--- config.mk ---
export PLATFORM = sky130hd
export DESIGN_NAME = prot_cfg_bank
export DESIGN_NICKNAME = d
export VERILOG_FILES = /design/src/rtl/prot_cfg_pkg.sv /design/src/rtl/prot_addr_decode.sv /design/src/rtl/prot_region_slot.sv /design/src/rtl/prot_cfg_bank.sv
export SDC_FILE = /design/constraint.sdc
export NUM_CORES = 1
export LEC_CHECK = 0
export BUFFER_PORTS_ARGS = -buffer_cell sky130_fd_sc_hd__clkbuf_2
export CORE_AREA = 2 2 232 234
export CTS_BUF_LIST = sky130_fd_sc_hd__clkbuf_4
export CTS_CLUSTER_SIZE = 10
export DETAILED_ROUTE_END_ITERATION = 12
export DIE_AREA = 0 0 234 236
export SYNTH_ARGS = -nofsm -noshare
export SYNTH_HDL_FRONTEND = slang
export SYNTH_HIERARCHICAL = 1
export SYNTH_SLANG_ARGS = --single-unit
export TNS_END_PERCENT = 10
--- constraint.sdc ---
create_clock -name clk -period 3.17 [get_ports clk]
set_clock_uncertainty 0.15 [all_clocks]
set_input_delay 0.317 -clock clk [delete_from_list [all_inputs] [get_ports clk]]
set_output_delay 0.317 -clock clk [all_outputs]
set_load 0.005 [all_outputs]
--- src/rtl/prot_cfg_pkg.sv ---
package prot_cfg_pkg;
    parameter int NREG        = 8;
    parameter int IDX_W       = $clog2(NREG);
    parameter int ADDR_W      = 8;
    parameter int DATA_W      = 32;
    parameter int BASE_LSB    = 5;

    localparam logic [ADDR_W-1:0] OFS_TYPE  = 8'h90;
    localparam logic [ADDR_W-1:0] OFS_CTRL  = 8'h94;
    localparam logic [ADDR_W-1:0] OFS_NUM   = 8'h98;
    localparam logic [ADDR_W-1:0] OFS_PAIR0 = 8'h9C;
    localparam int                NUM_PAIRS = 4;

    localparam logic [DATA_W-1:0] ATTR_MASK = 32'h173F_FF3F;
    localparam logic [DATA_W-1:0] CTRL_MASK = 32'h0000_0007;

    typedef enum logic [2:0] {
        SEL_NONE,
        SEL_TYPE,
        SEL_CTRL,
        SEL_NUM,
        SEL_BASE,
        SEL_ATTR
    } reg_sel_e;

    typedef struct packed {
        logic bg_map;
        logic bypass;
        logic enable;
    } ctrl_t;

    function automatic logic [DATA_W-1:0] keep_base(input logic [DATA_W-1:0] d);
        return {d[DATA_W-1:BASE_LSB], {BASE_LSB{1'b0}}};
    endfunction
endpackage

--- src/rtl/prot_addr_decode.sv ---
module prot_addr_decode
    import prot_cfg_pkg::*;
(
    input  logic [ADDR_W-1:0] addr,
    output reg_sel_e          sel
);
    localparam int PAIR_SPAN = NUM_PAIRS * 8;

    logic [ADDR_W-1:0] rel;

    always_comb begin
        rel = addr - OFS_PAIR0;
        sel = SEL_NONE;
        if (addr == OFS_TYPE)      sel = SEL_TYPE;
        else if (addr == OFS_CTRL) sel = SEL_CTRL;
        else if (addr == OFS_NUM)  sel = SEL_NUM;
        else if (addr >= OFS_PAIR0 && int'(rel) < PAIR_SPAN && rel[1:0] == 2'b00)
            sel = rel[2] ? SEL_ATTR : SEL_BASE;
    end
endmodule

--- src/rtl/prot_region_slot.sv ---
module prot_region_slot
    import prot_cfg_pkg::*;
(
    input  logic              clk,
    input  logic              rst,
    input  logic              wr_base,
    input  logic              wr_attr,
    input  logic [DATA_W-1:0] wdata,
    output logic [DATA_W-1:0] base_q,
    output logic [DATA_W-1:0] attr_q
);
    always_ff @(posedge clk) begin
        if (rst) begin
            base_q <= '0;
            attr_q <= '0;
        end else begin
            if (wr_base) base_q <= keep_base(wdata);
            if (wr_attr) attr_q <= wdata & ATTR_MASK;
        end
    end

    // reserved attribute positions never hold a one
    p_attr_reserved_r9: assert property (@(posedge clk) disable iff (rst)
        (attr_q & ~ATTR_MASK) == '0);

    // low base bits are never stored
    p_base_low_r8: assert property (@(posedge clk) disable iff (rst)
        base_q[BASE_LSB-1:0] == '0);

    // an idle slot keeps its contents
    p_slot_hold_r12: assert property (@(posedge clk) disable iff (rst)
        !wr_base && !wr_attr |=> $stable(base_q) && $stable(attr_q));
endmodule

--- src/rtl/prot_cfg_bank.sv ---
module prot_cfg_bank
    import prot_cfg_pkg::*;
(
    input  logic                   clk,
    input  logic                   rst,
    input  logic [ADDR_W-1:0]      bus_addr,
    input  logic                   bus_wr,
    input  logic [DATA_W-1:0]      bus_wdata,
    output logic [DATA_W-1:0]      bus_rdata,
    output logic                   prot_enable,
    output logic                   fault_bypass,
    output logic                   bg_map_enable,
    output logic [NREG*DATA_W-1:0] region_base_flat,
    output logic [NREG*DATA_W-1:0] region_attr_flat
);
    reg_sel_e          sel;
    ctrl_t             ctrl_q;
    logic [7:0]        region_num_q;
    logic [7:0]        ovr_idx;
    logic              ovr_ok;
    logic [7:0]        base_target;
    logic              num_ok;
    logic              base_target_ok;
    logic [NREG-1:0]   wr_base_vec;
    logic [NREG-1:0]   wr_attr_vec;
    logic [DATA_W-1:0] base_arr [NREG];
    logic [DATA_W-1:0] attr_arr [NREG];

    prot_addr_decode u_dec (.addr(bus_addr), .sel(sel));

    always_comb begin
        ovr_idx        = {4'b0, bus_wdata[3:0]};
        ovr_ok         = (sel == SEL_BASE) && bus_wdata[4] && (ovr_idx < 8'(NREG));
        base_target    = ovr_ok ? ovr_idx : region_num_q;
        base_target_ok = base_target < 8'(NREG);
        num_ok         = region_num_q < 8'(NREG);
    end

    generate
        for (genvar i = 0; i < NREG; i++) begin : g_slot
            assign wr_base_vec[i] = bus_wr && (sel == SEL_BASE) && base_target_ok
                                    && (base_target == 8'(i));
            assign wr_attr_vec[i] = bus_wr && (sel == SEL_ATTR) && num_ok
                                    && (region_num_q == 8'(i));
            prot_region_slot u_slot (
                .clk    (clk),
                .rst    (rst),
                .wr_base(wr_base_vec[i]),
                .wr_attr(wr_attr_vec[i]),
                .wdata  (bus_wdata),
                .base_q (base_arr[i]),
                .attr_q (attr_arr[i])
            );
            assign region_base_flat[i*DATA_W +: DATA_W] = base_arr[i];
            assign region_attr_flat[i*DATA_W +: DATA_W] = attr_arr[i];
        end
    endgenerate

    always_ff @(posedge clk) begin
        if (rst) begin
            ctrl_q       <= '0;
            region_num_q <= '0;
        end else if (bus_wr) begin
            if (sel == SEL_CTRL) ctrl_q <= bus_wdata[2:0];
            if (sel == SEL_NUM)  region_num_q <= bus_wdata[7:0];
            else if (ovr_ok)     region_num_q <= ovr_idx;
        end
    end

    assign prot_enable   = ctrl_q.enable;
    assign fault_bypass  = ctrl_q.bypass;
    assign bg_map_enable = ctrl_q.bg_map;

    always_comb begin
        bus_rdata = '0;
        unique case (sel)
            SEL_TYPE: bus_rdata = {16'b0, 8'(NREG), 8'b0};
            SEL_CTRL: bus_rdata = {29'b0, ctrl_q};
            SEL_NUM:  bus_rdata = {24'b0, region_num_q};
            SEL_BASE: bus_rdata = {num_ok ? base_arr[region_num_q[IDX_W-1:0]][DATA_W-1:BASE_LSB]
                                          : {(DATA_W-BASE_LSB){1'b0}},
                                   1'b0, region_num_q[3:0]};
            SEL_ATTR: bus_rdata = num_ok ? attr_arr[region_num_q[IDX_W-1:0]] : '0;
            default:  bus_rdata = '0;
        endcase
    end

    // control word is clear in the first cycle after reset
    p_ctrl_reset_r2: assert property (@(posedge clk) disable iff (rst)
        $past(rst) |-> (ctrl_q == '0) && (region_num_q == '0));

    // in-range override moves the index
    p_override_r6: assert property (@(posedge clk) disable iff (rst)
        (bus_wr && sel == SEL_BASE && bus_wdata[4] && bus_wdata[3:0] < 4'(NREG))
        |=> region_num_q == $past({4'b0, bus_wdata[3:0]}));

    // out-of-range override leaves the index alone
    p_override_hold_r7: assert property (@(posedge clk) disable iff (rst)
        (bus_wr && sel == SEL_BASE && bus_wdata[4] && bus_wdata[3:0] >= 4'(NREG))
        |=> $stable(region_num_q));

    // at most one region takes a base or attribute write
    p_one_target_r4: assert property (@(posedge clk) disable iff (rst)
        $onehot0(wr_base_vec) && $onehot0(wr_attr_vec));

    // an out-of-range index blocks attribute writes
    p_blocked_r5: assert property (@(posedge clk) disable iff (rst)
        !num_ok |-> wr_attr_vec == '0);
endmodule

==> impl_metrics.toml, run 1 <==
[clocking]
cts-htree-levels = 3
cts_buffer_depth = 3
cts-buffers-inserted = 112
clockRootBuffer = "clkbuf_4"
cts_tree = "yes"
clk_pin_slew_ns = 0.06
worstSkewPairLatency_ns = 0.86
clkSinkCount = 419

[grt]
grt_pass1_wl_um = 109000
track_usage_pct = 26.6
antenna_found_initial = 3
grt_pass1_vias = 16400
gr-total-overflow = 0
grt_max_degree = 108

[hold_path]
worstHoldPathType = "input pin to register"
hp-start = "bus_addr[2]"

[detailed_routing]
ant_nets = 0
dr.pass1.iters = 5
drtIter0Drc = 1113
vias = 16700
wl_per_cell_um = 23.6
drc = 0
routed_via_density = 5.21
wl_um = 75700

[worst_setup_path]
r2r_slack_ns = 0.20
critPathCapture = "bus_rdata[22]"
crit_fanout = 5
reg2reg_to = "g_slot[2].u_slot/attr_q[12]"
reg2reg_depth = 9
endpoint_kind = "primary output"
path_class = "register to primary output"
cp-start-kind = "register"
required_ns = 2.70
arrival_ns = 2.91
reg2reg_from = "region_num_q[4]"
crit_start = "region_num_q[4]"

[die]
core_area_um2 = 53100
start_util_pct = 37.9
dieArea_um2 = 55200
boundaryPins = 590
die_y_um = 236
fp.dieW_um = 234
rows = 85

[synthesis]
synth_ff_type = "dfxtp_1"
syn_area_per_cell_um2 = 11.2
synth_edf_count = 0
synthArstFlopShare_pct = 0
netlist_top_cells_area = "dfxtp_1, mux2i_1, mux4_2"
synth_top_cell_by_area = "dfxtp_1"
synth_common_cells = "mux2i_1, dfxtp_1, nor2_1, mux4_2, buf_4"
ys_types = 46
yosys_warnings = 6
yosysMostFrequentCell = "mux2i_1"
yosysSeqAreaShare_pct = 41.7
synth_top_area_share_pct = 41.7
syn_area_um2 = 20100
ys_ff_latch = 419
synthCells = 1796

[final_layout]
final_cells = 3203
area_growth_pct = 27.9
final_area_um2 = 25700
fin_nets = 2465
drive_above_1_share_pct = 39.5

[pwr]
peakVddDrop_uv = 239
finalPower_mw = 10.5
p_per_area_nw_per_um2 = 408
p_leak_nw = 10.3

[placement]
portBuffers = 485
routabilityCongestion = 0.867
dp_cells = 2933
dp_hpwl_um = 53300
post-place-ws_ns = -0.361
placed_area_um2 = 23200

[timing]
finalHoldViolCount = 0
rsz0062_at_grt = "true"
maxSlewViolCount = 0
timing.fmax_ghz = 0.296
slew_headroom_pct = 45.2
max_slew.worst_pin.slew_ns = 0.823
min_period_ns = 3.37
fin_tns_setup_ns = -4.00
setup_slack_ns = -0.205
setup_viol = 31
fin_crit_sh_pct = 106

[job]
maxCapViolations = 0

[run_status]
violations = "setup timing"
outcome = "complete, but fails checks"
==> metal layers <==
metal	track usage, %	wire (um)	vias up
met5	0	0	-
met4	11.4	2670	0
met3	6.56	6160	136
met2	44.4	37000	838
met1	32.5	29900	8252
li1	-	-	7457
==> critical path, cell delays in order, from the launching register on <==
cell and delay [ns]:
dfxtp_2 0.33, or4_4 0.58, nor3_4 0.29, buf_12 0.17, nand2b_4 0.08, buf_12 0.16
o22ai_4 0.19, buf_6 0.13, clkbuf_2 0.10
==> placed cells by master (no fill, tap or decap), types with 10 or more instances in the layout <==
cell,count
mux2i_1,448
dfxtp_1,414
clkbuf_4,159
conb_1,104
o21ai_0,13
buf_2,12
o22ai_2,10
buf_6,15
clkinv_1,27
clkbuf_2,469
mux4_2,127
a21oi_1,12
dlygate4sd3_1,37
buf_12,46
nor2_1,414
buf_4,73
==> registers in the layout (all words and copies together) (netlist names) <==
name,flops
bg_map_enable,1
fault_bypass,1
g_slot.u_slot/attr_q,192
g_slot.u_slot/base_q,216
prot_enable,1
region_num_q,8
==> kinds of logic (layout without fill, tap and decap cells) <==
logic type | count (synthesis) | count (layout) | synth area share (%)
buffers and inverters | 248 | 860 | 9.74
other | 8 | 107 | 0.149
XOR/XNOR | 2 | 2 | 0.0870
flip-flops | 419 | 419 | 41.7
AO/OA/AOI/OAI | 59 | 59 | 1.80
multiplexers | 580 | 580 | 36.7
AND/OR/NAND/NOR | 480 | 480 | 9.82
==> worst min path at each step <==
| stage | endpoint | slack, ns | cells after the start |
|---|---|---|---|
| 2_1_floorplan | region_num_q[7] | 0.24 | 1 |
| 3_3_place_gp | region_num_q[4] | 0.33 | 2 |
| 3_5_place_dp | region_num_q[5] | 0.34 | 2 |
| 4_1_cts | g_slot[0].u_slot/attr_q[12] | 0.08 | 8 |
| 5_1_grt | g_slot[0].u_slot/attr_q[25] | 0.18 | 8 |
| 6_report | g_slot[4].u_slot/attr_q[1] | 0.19 | 8 |
==> through the flow <==
step / hold WS (ns) / utilization (%)
after floorplan: 0.236 / -
after global placement: 0.335 / 43.8
after detailed placement: 0.344 / 43.8
after CTS: 0.0791 / 48.2
after global routing: 0.179 / 48.5
final: 0.188 / 48.5
==> what timing repair did <==
| item | CTS | global route |
|---|---|---|
| buffers inserted | 24 | 9 |
| resized for setup | 58 | 47 |
| cloned | 3 | 0 |
| hold buffers | 37 | 0 |
| endpoints found under the hold margin | 419 | 0 |
| endpoints found under the setup margin | 32 | 32 |
| pin swaps | 12 | 13 |
==> power breakdown <==
group	switching, mW	internal (mW)	total [mW]
Sequential	0.00409	5.26	5.27
Clock	2.33	2.46	4.79
Combinational	0.307	0.132	0.439
==> cell type report <==
cell class | instances | area (um^2)
Multi-Input combinational cell | 1225 | 10500
Sequential cell | 419 | 8400
Timing Repair Buffer | 662 | 4590
Clock inverter | 37 | 209
Clock buffer | 159 | 1190
Fill cell | 4972 | 27300
Tap cell | 696 | 871
Antenna cell | 3 | 7.51
Inverter | 2 | 8.76
Power figures use the tool's default switching activity.
==> inputs of run 2 (changes only) <==
RECOVER_POWER = 50   (was unset)
==> run 2 against run 1 <==
The run still ends with setup timing left. Core utilization is 0.72 points lower. First-iteration DRC count is 5.9% lower. Critical path depth stayed put. Combinational power hardly changed. Worst hold slack better by 0.0041 ns. Die area stayed put. Wire length hardly changed. Critical endpoint unchanged.
==> impl_metrics.toml, run 2 (synthesized netlist as in run 1, its figures left out) <==
[timing]
max_slew.worst_pin.slew_ns = 0.816
maxSlewViolCount = 0
timing.fmax_ghz = 0.297
setup_slack_ns = -0.195
finalHoldViolCount = 0
setup_viol = 31
rsz0062_at_grt = "true"
fin_crit_sh_pct = 106
min_period_ns = 3.37
slew_headroom_pct = 45.6
fin_tns_setup_ns = -3.91

[detailed_routing]
dr.pass1.iters = 5
routed_via_density = 5.21
drc = 0
wl_per_cell_um = 23.7
drtIter0Drc = 1047
wl_um = 75800
ant_nets = 0
vias = 16700

[final_layout]
regMostFlops = "g_slot.u_slot/base_q"
fin_nets = 2465
final_cells = 3203
top_regs = "g_slot.u_slot/base_q: 216 flops, g_slot.u_slot/attr_q: 192 flops, region_num_q: 8 flops"
final_common_cell = "mux2i_1"
drive_above_1_share_pct = 27.7
largest_reg_flops = 216
final_area_um2 = 25400
area_growth_pct = 26.0
mostFrequentLayoutCells = "mux2i_1, nor2_1, dfxtp_1"

[pwr]
clkPwrFrac_pct = 45.7
peakVddDrop_uv = 239
p_comb_share_pct = 4.2
pwr-share-seq_pct = 50.2
p_int_mw = 7.86
p_per_area_nw_per_um2 = 414
p_leak_nw = 9.24
p_switching_mw = 2.64
swShare_pct = 25.2

[grt]
grt_max_degree = 108
grt_pass1_vias = 16400
grt_use_met3_pct = 6.56
grt-busiest-layer = "met2"
gr-total-overflow = 0
grtUsageMet1_pct = 32.5
antenna_found_initial = 3
met2_usage_pct = 44.4
grt_pass1_wl_um = 109000
track_usage_pct = 26.6

[die]
boundaryPins = 590
die_y_um = 236
start_util_pct = 37.9
rows = 85
fp.dieW_um = 234
dieArea_um2 = 55200
core_area_um2 = 53100

[worst_setup_path]
reg2reg_from = "region_num_q[4]"
required_ns = 2.70
crit_fanout = 5
cp-start-kind = "register"
crit_start = "region_num_q[4]"
path_class = "register to primary output"
arrival_ns = 2.90
endpoint_kind = "primary output"

[placement]
routabilityCongestion = 0.867
dp_cells = 2933
placed_area_um2 = 23200
post-place-ws_ns = -0.361
portBuffers = 485
dp_hpwl_um = 53300

[clocking]
cts_buffer_depth = 3
clkSinkCount = 419
cts_tree = "yes"
worstSkewPairLatency_ns = 0.86
cts-buffers-inserted = 112
clockRootBuffer = "clkbuf_4"
clk_pin_slew_ns = 0.06
cts-htree-levels = 3

[run_status]
outcome = "complete, but fails checks"
violations = "setup timing"

[hold_path]
hp-start = "bus_addr[2]"
worstHoldPathType = "input pin to register"

[job]
maxCapViolations = 0
==> run 2: cell count changes in the layout (fill, tap and decap cells not counted), moves of 2 or more <==
cell | previous run | this run
buf_4 | 73 | 71
clkbuf_1 | 0 | 287
clkbuf_2 | 469 | 178
buf_1 | 0 | 6
==> run 2: metal layers <==
metal	up-vias	share of wire, %
li1	7437	-
met1	8307	39
met2	787	49
met3	141	8.0
met4	0	3.6
met5	-	0
==> run 2: per-stage QoR <==
stage | hold WS (ns) | power, mW | util, %
2_1_floorplan | 0.236 | 5.66 | -
3_3_place_gp | 0.335 | 5.76 | 43.8
3_5_place_dp | 0.344 | 5.76 | 43.8
4_1_cts | 0.0791 | 10.6 | 48.2
5_1_grt | 0.184 | 10.9 | 47.8
6_report | 0.192 | 10.5 | 47.8
==> run 2: layout make-up <==
class	count	area [um^2]
fillers	5123	27700
multi-input cells	1225	10500
flip-flops and latches	419	8400
repair buffers	662	4220
clock buffers	159	1190
well taps	696	871
clock inverters	37	209
inverters	2	8.76
diodes	3	7.51
==> run 2: worst paths after layout <==
check                           slack [ns]  cells after the start                     endpoint
worst min register to register        0.34                      2              region_num_q[5]
worst max-delay path                 -0.20                      8                bus_rdata[22]
worst max register to register        0.17                      8  g_slot[5].u_slot/base_q[21]
worst min-delay path                  0.19                      8   g_slot[4].u_slot/attr_q[1]
==> run 2: worst max-delay path, cell delays in order, from the launching register on <==
cell and delay [ns]:
dfxtp_2 0.33, or4_4 0.58, nor3_4 0.29, buf_12 0.17
nand2b_4 0.08, buf_12 0.16, o22ai_4 0.19, buf_6 0.13
clkbuf_2 0.10
==> run 2: timing repair <==
item | 4_1_cts | 5_1_grt
hold endpoints to repair | 419 | 0
hold buffers | 37 | 0
pin swaps | 12 | 13
endpoints found under the setup margin | 32 | 32
resized for setup | 58 | 47
cloned | 3 | 0
setup buffers | 24 | 9
==> run 2: power by group through the flow <==
stage / clock [mW] / combinational, mW / sequential [mW]
floorplan: 0 / 0.274 / 5.39
global placement: 0 / 0.371 / 5.39
detailed placement: 0 / 0.375 / 5.39
CTS: 4.92 / 0.419 / 5.27
global route: 5.21 / 0.465 / 5.26
finish: 4.79 / 0.436 / 5.27
==> inputs of run 3 (changes only) <==
CORE_AREA = 2 2 228 230   (was 2 2 232 234)
DIE_AREA = 0 0 230 232   (was 0 0 234 236)
PLACE_DENSITY = 0.66   (was unset)
clock period = 2.7 ns   (was 3.17 ns; I/O delays follow)
==> run 3 against run 2 <==
The run still ends with setup timing left. Worst hold slack better by 0.0032 ns. Critical path type unchanged. Flip-flop and latch count unchanged. Die area fell by 3.4%. Core utilization increased by 4.2 points. Register-to-register slack worse by 0.54 ns. Largest power group unchanged. First-iteration DRC count increased by 20%. Highest routed layer unchanged. Setup slack lost 0.40 ns. Non-clock buffer count is 43 higher. Critical path depth did not move. Largest cell class unchanged. Via count up 2.8%. Cell count increased by 0.50%. Combinational power increased by 21%.
==> impl_metrics.toml, run 3 (synthesized netlist as in run 1, its figures left out) <==
[detailed_routing]
drtIter0Drc = 1260
drc = 0
wl_um = 75700
wl_per_cell_um = 23.5
ant_nets = 0
vias = 17100
dr.pass1.iters = 5
routed_via_density = 5.32

[hold_path]
worstHoldPathType = "input pin to register"
hp-start = "bus_addr[2]"
whs_endpoint = "region_num_q[2]"
hold_depth = 8

[final_layout]
fin_nets = 2507
final_common_cell = "mux2i_1"
regMostFlops = "g_slot.u_slot/base_q"
fillers = 4595
mostFrequentLayoutCells = "mux2i_1, dfxtp_1, nor2_1"
area_growth_pct = 31.5
drive_above_1_share_pct = 35.1
largest_reg_flops = 216
top_regs = "g_slot.u_slot/base_q: 216 flops, g_slot.u_slot/attr_q: 192 flops, region_num_q: 8 flops"

[timing]
rsz0062_at_grt = "true"
finalHoldViolCount = 0
min_period_ns = 3.30
fin_crit_sh_pct = 122
timing.fmax_ghz = 0.303
setup_viol = 248
maxSlewViolCount = 0
slew_headroom_pct = 32.3
max_slew.worst_pin.slew_ns = 1.00
hold_ws_ns = 0.195
setup_slack_ns = -0.598

[placement]
dp_hpwl_um = 51900
routabilityCongestion = 0.906
post-place-ws_ns = -0.694
portBuffers = 485

[worst_setup_path]
required_ns = 2.28
crit_slowest_cell = "mux4_2"
slowest_delay_ns = 0.53
arrival_ns = 2.88
endpoint_kind = "primary output"
path_common_cell = "buf_12"
crit_family = "multiplexers"
crit_fanout = 7
reg2reg_to = "g_slot[2].u_slot/attr_q[11]"
critPathBufInv = 4
reg2reg_from = "region_num_q[6]"
cp-start-kind = "register"
path_class = "register to primary output"
reg2reg_depth = 12
path_cells = "buf_12 -> buf_12 -> buf_4 -> mux4_2 -> mux2i_4 -> o22ai_1 -> a21o_1 -> clkbuf_2"
r2r_slack_ns = -0.37

[pwr]
pwr-share-seq_pct = 50.1
peakVddDrop_uv = 342
swShare_pct = 24.7
p_int_mw = 9.30
p_switching_mw = 3.05
p_comb_share_pct = 4.3
clkPwrFrac_pct = 45.6
p_leak_nw = 9.84
p_per_area_nw_per_um2 = 466

[grt]
grt_pass1_wl_um = 108000
antenna_found_initial = 1
track_usage_pct = 26.9
gr-total-overflow = 0
grt_max_degree = 86
grt_pass1_vias = 17100

[clocking]
cts_buffer_depth = 3
cts-buffers-inserted = 111
clkSinkCount = 419
cts-htree-levels = 3
worstSkewPairLatency_ns = 0.86
clockRootBuffer = "clkbuf_4"
clk_pin_slew_ns = 0.06
cts_tree = "yes"

[die]
rows = 83
boundaryPins = 590
start_util_pct = 39.6
fp.dieW_um = 230
core_area_um2 = 50900
dieArea_um2 = 53400
die_y_um = 232

[run_status]
outcome = "complete, but fails checks"
violations = "setup timing"

[job]
maxCapViolations = 0
-- run 3: changes by cell type in the layout (fill, tap and decap cells not counted), moves of 6 or more --
cell,previous run,this run
buf_6,15,21
clkbuf_2,178,297
clkbuf_1,287,174
buf_2,12,5
o22ai_2,10,4
buf_4,71,95
mux2i_1,448,423
mux2i_4,1,19
mux2i_2,4,11
o22ai_4,4,10
clkinv_1,27,6
clkbuf_4,159,172
-- run 3: final cells by class --
type	instances	area [um^2]	area share, %
sequential	419	8400	31.7
antenna	1	2.50	0.00945
tap	680	851	3.21
multi-input combinational	1225	10900	41.1
inverter	2	8.76	0.0331
timing repair buffer	705	4940	18.7
clock inverter	15	106	0.402
clock buffer	172	1290	4.88
-- run 3: worst max path at each step --
stage	startpoint	to	slack (ns)	cells after the start
2_1_floorplan	bus_addr[6]	g_slot[3].u_slot/base_q[13]	-0.18	11
3_3_place_gp	bus_addr[6]	g_slot[2].u_slot/attr_q[11]	-0.69	12
3_5_place_dp	bus_addr[6]	g_slot[2].u_slot/attr_q[26]	-0.69	12
4_1_cts	region_num_q[0]	bus_rdata[5]	-0.70	9
5_1_grt	region_num_q[0]	bus_rdata[5]	-0.70	9
6_report	region_num_q[0]	bus_rdata[11]	-0.60	8
-- run 3: worst register-to-register path, stage by stage (launching register included) --
cell,delay (ns)
dfxtp_2,0.32
or4_4,0.57
nor3_4,0.18
buf_6,0.18
buf_6,0.11
buf_12,0.12
buf_6,0.10
nand4_1,0.19
nor4_4,0.36
buf_4,0.21
clkbuf_16,0.20
mux2i_1,0.20
nor2_1,0.05
-- run 3: through the flow --
step	util (%)	power, mW	cells	area [um^2]	TNS [ns]
2_1_floorplan	-	6.65	1892	20600	-36.31
3_3_place_gp	45.9	6.75	2933	23400	-199.03
3_5_place_dp	45.9	6.76	2933	23400	-211.72
4_1_cts	51.5	12.4	3200	26200	-26.38
5_1_grt	52.0	12.8	3219	26500	-75.41
6_report	52.0	12.3	3219	26500	-53.52
-- run 3: layer usage --
metal | up-vias | track usage [%] | wire (um)
li1 | 7534 | - | -
met1 | 8521 | 32.3 | 29800
met2 | 903 | 45.4 | 36900
met3 | 175 | 6.27 | 5800
met4 | 0 | 13.1 | 3140
met5 | - | 0 | 0
-- run 3: timing repair --
item | in CTS | in global routing
gates cloned | 7 | 5
hold buffers | 39 | 0
pin swaps | 23 | 48
setup endpoints to repair | 269 | 360
resized for setup | 117 | 73
setup buffers | 36 | 19
hold endpoints to repair | 419 | 0
-- run 3: power by group through the flow --
stage               Combinational, mW  Sequential (mW)  Clock (mW)
floorplan                       0.325             6.33           0
global placement                0.428             6.33           0
CTS                             0.492             6.19        5.75
global route                    0.558             6.18        6.09
finish                          0.527             6.19        5.63
detailed placement              0.434             6.33           0
